`config.mk`:
```
export PLATFORM = sky130hd
export DESIGN_NAME = busreq_top
export DESIGN_NICKNAME = d
export VERILOG_FILES = /design/src/rtl/busreq_pkg.sv /design/src/rtl/busreq_phase_gen.sv /design/src/rtl/busreq_grant_sampler.sv /design/src/rtl/busreq_ctrl.sv /design/src/rtl/busreq_top.sv
export SDC_FILE = /design/constraint.sdc
export NUM_CORES = 1
export LEC_CHECK = 0
export ABC_AREA = 1
export ABC_CLOCK_PERIOD_IN_PS = 900
export BUFFER_PORTS_ARGS = -buffer_cell sky130_fd_sc_hd__buf_2
export CORE_AREA = 2 2 39 41
export DETAILED_ROUTE_END_ITERATION = 8
export DIE_AREA = 0 0 41 43
export MAX_ROUTING_LAYER = met4
export PLACE_DENSITY = 0.51
export SLEW_MARGIN = 15
export SYNTH_ARGS = -nofsm -noshare
export SYNTH_HDL_FRONTEND = slang
export SYNTH_SLANG_ARGS = --single-unit
export TNS_END_PERCENT = 10
```
`constraint.sdc`:
```
create_clock -name clk -period 0.9 [get_ports clk]
set_input_delay 0.135 -clock clk [delete_from_list [all_inputs] [get_ports clk]]
set_output_delay 0.135 -clock clk [all_outputs]
set_load 0.01 [all_outputs]
```
`src/rtl/busreq_pkg.sv`:
```
package busreq_pkg;

    // Bus-cycle phases, one per rising clock edge
    typedef enum logic [1:0] {
        PH_C1 = 2'd0,
        PH_C2 = 2'd1,
        PH_C3 = 2'd2,
        PH_C4 = 2'd3
    } phase_e;

    // Mastership controller states
    typedef enum logic [1:0] {
        MS_IDLE = 2'd0,
        MS_ASK  = 2'd1,
        MS_HOLD = 2'd2
    } mstate_e;

    // Arbiter lines as seen by the requester
    typedef struct packed {
        logic grant_n;
        logic busy;
    } bus_sense_t;

    // Controller outputs bundled
    typedef struct packed {
        logic req;
        logic ack;
        logic owned;
    } ms_out_t;

    // Phase during which the controller decides to raise request (edge leaves it)
    localparam phase_e PH_BEFORE_REQ = PH_C1;
    // Phase whose ending edge starts C3: acknowledge changes there
    localparam phase_e PH_BEFORE_ACK = PH_C2;

    function automatic phase_e phase_succ(input phase_e p);
        return phase_e'(p + 2'd1);
    endfunction

    function automatic logic sense_wins(input bus_sense_t s);
        return (!s.grant_n) && s.busy;
    endfunction

endpackage

```
`src/rtl/busreq_phase_gen.sv`:
```
module busreq_phase_gen
    import busreq_pkg::*;
(
    input  logic   clk,
    input  logic   rst,
    output phase_e phase_o
);

    phase_e phase_q;

    always_ff @(posedge clk) begin
        if (rst) begin
            phase_q <= PH_C1;
        end else begin
            phase_q <= phase_succ(phase_q);
        end
    end

    assign phase_o = phase_q;

endmodule

```
`src/rtl/busreq_grant_sampler.sv`:
```
module busreq_grant_sampler
    import busreq_pkg::*;
(
    input  logic       clk,
    input  logic       rst,
    input  logic       armed_i,
    input  bus_sense_t sense_i,
    output logic       win_o
);

    logic win_q;

    // Falling-edge sampling; the win flag is sticky while armed
    always_ff @(negedge clk) begin
        if (rst) begin
            win_q <= 1'b0;
        end else if (!armed_i) begin
            win_q <= 1'b0;
        end else if (sense_wins(sense_i)) begin
            win_q <= 1'b1;
        end
    end

    assign win_o = win_q;

endmodule

```
`src/rtl/busreq_ctrl.sv`:
```
module busreq_ctrl
    import busreq_pkg::*;
(
    input  logic    clk,
    input  logic    rst,
    input  logic    need_i,
    input  phase_e  phase_i,
    input  logic    win_i,
    output ms_out_t out_o
);

    mstate_e st_q;
    logic    req_q;
    logic    ack_q;

    always_ff @(posedge clk) begin
        if (rst) begin
            st_q  <= MS_IDLE;
            req_q <= 1'b0;
            ack_q <= 1'b0;
        end else begin
            unique case (st_q)
                MS_IDLE: begin
                    if (need_i && (phase_i == PH_BEFORE_REQ)) begin
                        st_q  <= MS_ASK;
                        req_q <= 1'b1;
                    end
                end
                MS_ASK: begin
                    if (win_i && (phase_i == PH_BEFORE_ACK)) begin
                        st_q  <= MS_HOLD;
                        req_q <= 1'b0;
                        ack_q <= 1'b1;
                    end
                end
                MS_HOLD: begin
                    if (!need_i && (phase_i == PH_BEFORE_ACK)) begin
                        st_q  <= MS_IDLE;
                        ack_q <= 1'b0;
                    end
                end
                default: begin
                    st_q  <= MS_IDLE;
                    req_q <= 1'b0;
                    ack_q <= 1'b0;
                end
            endcase
        end
    end

    always_comb begin
        out_o.req   = req_q;
        out_o.ack   = ack_q;
        out_o.owned = (st_q == MS_HOLD);
    end

endmodule

```
`src/rtl/busreq_top.sv`:
```
module busreq_top
    import busreq_pkg::*;
(
    input  logic       clk,
    input  logic       rst,
    input  logic       need_i,
    input  logic       grant_n_i,
    input  logic       busy_i,
    output logic [1:0] phase_o,
    output logic       req_o,
    output logic       ack_o,
    output logic       owned_o
);

    phase_e     phase_w;
    bus_sense_t sense_w;
    logic       win_w;
    ms_out_t    ms_w;

    assign sense_w.grant_n = grant_n_i;
    assign sense_w.busy    = busy_i;

    busreq_phase_gen u_phase (
        .clk     (clk),
        .rst     (rst),
        .phase_o (phase_w)
    );

    busreq_grant_sampler u_sampler (
        .clk     (clk),
        .rst     (rst),
        .armed_i (ms_w.req),
        .sense_i (sense_w),
        .win_o   (win_w)
    );

    busreq_ctrl u_ctrl (
        .clk     (clk),
        .rst     (rst),
        .need_i  (need_i),
        .phase_i (phase_w),
        .win_i   (win_w),
        .out_o   (ms_w)
    );

    assign phase_o = phase_w;
    assign req_o   = ms_w.req;
    assign ack_o   = ms_w.ack;
    assign owned_o = ms_w.owned;

endmodule

```
Word level (Yosys, flattened, before mapping)
Index checks and enable logic that the tools add are counted.
{"block": "word_totals", "regBits": 7, "output_inout_bits": 5, "elab_cells": 37, "in_bits": 5}
{"block": "op_classes", "n_bitwise": 3, "n_addsub": 1, "muxes": 10, "n_eq_ne": 6, "reduce_logical": 12}
{"operator": "3-bit AND reduction", "n": 3}
{"operator": "2-bit two-way mux", "n": 3}
{"operator": "2-bit by 1-bit inequality test with 1-bit output, second input constant", "n": 3}
{"operator": "1-bit one-hot mux with 3 select lines", "n": 2}
{"operator": "2-bit one-hot mux with 3 select lines", "n": 1}
{"operator": "2-bit by 1-bit == test with 1-bit output, second input constant", "n": 2}
{"operator": "1-bit logical AND", "n": 4}
{"operator": "2-bit logical NOT", "n": 2}
{"operator": "1-bit two-way mux", "n": 4}
{"operator": "1-bit NOT", "n": 3}
{"operator": "2-bit by 1-bit adder with 2-bit output, second input constant", "n": 1}
{"operator": "2-bit == test, second input constant", "n": 1}
{"operator": "1-bit logical NOT", "n": 2}
{"operator": "2-bit OR reduction", "n": 1}

Depth between registers and ports, before layout
{"block": "depth", "word_depth": 4, "mapped_depth": 7, "depth_no_buf": 7}

Modules after synthesis
A second synthesis with hierarchy kept.
{"block": "hier_totals", "hier_cells": 46, "hier_area_um2": 320.3}
{"module": "busreq_ctrl", "seq_area_each_um2": 80.1, "cells_each": 30, "instances": 1, "area_per_inst_um2": 206.4}
{"module": "busreq_phase_gen", "seq_area_each_um2": 40.0, "cells_each": 8, "instances": 1, "area_per_inst_um2": 62.6}
{"module": "busreq_grant_sampler", "seq_area_each_um2": 20.0, "cells_each": 8, "instances": 1, "area_per_inst_um2": 51.3}

==> metrics <==
unrepaired setup endpoints after global routing yes; vias in the first global route 279; DR vias 311; CP Buf/Inv Count 0; Most Frequent Cell on Critical Path nand3_2; 1st-iter DRT viols 2; routed wl met2 370 um; Worst EP required 1090 ps; initial antenna violation count 0; total power density per cell area 1830 nW/um2; first-pass GRT wire length 1090 um; CORE AREA 1380 um2; Pre-antenna DRT Iters 3; worst IR drop on VDD 0.656 mV; fill count 154; post-synth top area cell dfxtp_1; crit path DAT 1490 ps; Worst R2R Setup Slack -400 ps; CP endpoint u_ctrl.ack_q; Max H-tree Level 1; Tot GR Track Use 10.2%; pin count of the biggest net entering global routing 7; DR WL/cell 9.90 um; outcome complete, but fails checks; Synth area leaders dfxtp_1, inv_1, nand2_1, ha_1, a21oi_1; CTS Root Cell clkbuf_4; vias per cell 4.26; Worst R2R Start u_sampler.win_o; maxcap violations 0; CP cell instances nand2_2, nand3_2, nand3_2, a21oi_2; DP Wirelength 550 um; final hold vios 0; Post-Place Cell Area 405 um2; Flop pwr share 42.3%; FF-to-FF path depth 4; CP top delay family flip-flops; RR Endpoint u_ctrl.ack_q; layout cells sized above 1 52.6%; Comb pwr share 23.2%; drt total wl 723 um; Die Span X 41 um; Setup WS post-layout -399 ps; Clock Path Buffers 2; Max stage delay on crit path 320 ps; CP Class reg2reg; DR WL met3 52 um; setup violators final 8; Die H 43 um; failing checks negative setup slack; startpoint types flop; Slew @ Worst Pin 156 ps; P_sw 265 uW; number of diodes 0; Ys Warns 0; CTS sink cnt 7; DRC errors left 0; PortBufs 9; CTS tree built; post-route ant nets 0; cts hold-fix bufs 0; Post-Syn Area per Cell 7.75 um2; stages on the worst setup path 4; Worst Setup End Kind flop; Finished Cell Area 477 um2; placed instance count 69; sequential element share of the synthesized area 44.1%; Yosys top cell area share 44.1%; GPL Wtd Cong 0.700; Nets 65; Syn Nets 48; top sig layer met4; total grt overflow 0; Setup Skew 67.8 ps; row count 14; Post-Syn Area 318 um2; CTS buffer count 3; Crit-path slowest cell dfxtp_2; worst rel slew slack 89.6%; Syn-to-layout area delta 50.0%; hold crit path type in2reg; Leakage 0.231 nW; full die area 1760 um2; initial core utilization 23.0%; WL met1 292 um; crit path launch u_sampler.win_o; cell internal pwr 606 uW; post-synth cell types 13; Post-Syn Instances 41; Post-Place Setup Slack -380 ps; Setup TNS -1760 ps; Top Ports 10; Clock power frac 34.4%; Clock transition at path regs 60 ps; Post-Layout Cell Count 73; flops & latches, synth 7; latest clock arrival within the worst-skew pair 320 ps; max-slew violations 0; Net Sw Frac 30.5%; CP max FO 3; postcts setup bufs 0
layout by cell type (no fill, tap or decap):
cell type and n:
a21oi_1 3, a21oi_2 2, buf_2 7, buf_4 2
buf_6 3, clkbuf_4 3, dfxtp_1 3, dfxtp_2 3
dfxtp_4 1, ha_1 2, inv_1 8, inv_2 2
nand2_1 6, nand2_2 3, nand3_1 1, nand3_2 3
nor2_1 3, nor3b_2 1, o21bai_1 1
through the flow:
stage / total power, mW / util (%) / hold slack, ps
CTS: 0.871 / 33.5 / 198
finish: 0.871 / 34.4 / 212
global placement: 0.556 / 29.3 / 455
global route: 0.938 / 34.4 / 228
detailed placement: 0.560 / 29.3 / 475
floorplan: 0.488 / - / 197
synthesized netlist by cell type (all sizes together):
library cell / count
a21oi: 5
inv: 9
o21bai: 1
dfxtp: 7
nand2: 9
nor2: 3
nand3: 4
ha: 2
nor3b: 1
kinds of logic after synthesis:
family / after synthesis / share of synthesized area, %
flops: 7 / 44.1
simple gates: 17 / 26.0
buf+inv: 9 / 10.6
fa+ha+maj: 2 / 7.87
compound gates: 6 / 11.4
cell type report:
cell class / instances / area, um2 / area share [%]
Multi-Input combinational cell: 25 / 165 / 34.6
Inverter: 8 / 30.0 / 6.30
Sequential cell: 7 / 148 / 31.0
Clock buffer: 3 / 22.5 / 4.72
Clock inverter: 2 / 7.51 / 1.57
Timing Repair Buffer: 12 / 83.8 / 17.6
Tap cell: 16 / 20.0 / 4.20
worst min-delay path: stages:
cell and delay [ps]:
buf_2 100, buf_4 150, a21oi_2 30
state kept, by name (all words and copies together) (netlist names):
name,flops
u_phase.phase_o,2
u_sampler.win_o,1
u_ctrl.st_q,2
u_ctrl.ack_q,1
u_ctrl.req_q,1
timing repair:
| item | in CTS | in global routing |
|---|---|---|
| endpoints found under the setup margin | 8 | 9 |
| resized for setup | 10 | 3 |
| pin swaps | 1 | 0 |
power groups by stage:
stage | Sequential [mW] | Combinational (mW) | Clock (mW)
after global routing | 0.373 | 0.229 | 0.335
after CTS | 0.368 | 0.193 | 0.310
after floorplan | 0.377 | 0.0974 | 0.0139
final | 0.369 | 0.202 | 0.300
after global placement | 0.369 | 0.173 | 0.0139
after detailed placement | 0.370 | 0.176 | 0.0139
how the worst min path moves through the flow:
stage | from | endpoint | slack, ps | cells past startpoint
floorplan | rst | u_ctrl.ack_q | 200 | 1
global placement | u_ctrl.ack_q | u_ctrl.ack_q | 450 | 2
detailed placement | need_i | u_ctrl.req_q | 470 | 3
CTS | need_i | u_ctrl.st_q[0] | 200 | 3
global route | rst | u_phase.phase_o[0] | 230 | 3
finish | rst | u_ctrl.req_q | 210 | 3
routing by layer:
| layer | track usage, % | up-vias |
|---|---|---|
| li1 | - | 159 |
| met1 | 10.3 | 138 |
| met2 | 14.4 | 11 |
| met3 | 6.28 | 3 |
| met4 | 6.00 | 0 |
| met5 | - | - |
No activity file was read; power rests on OpenSTA's default activity.
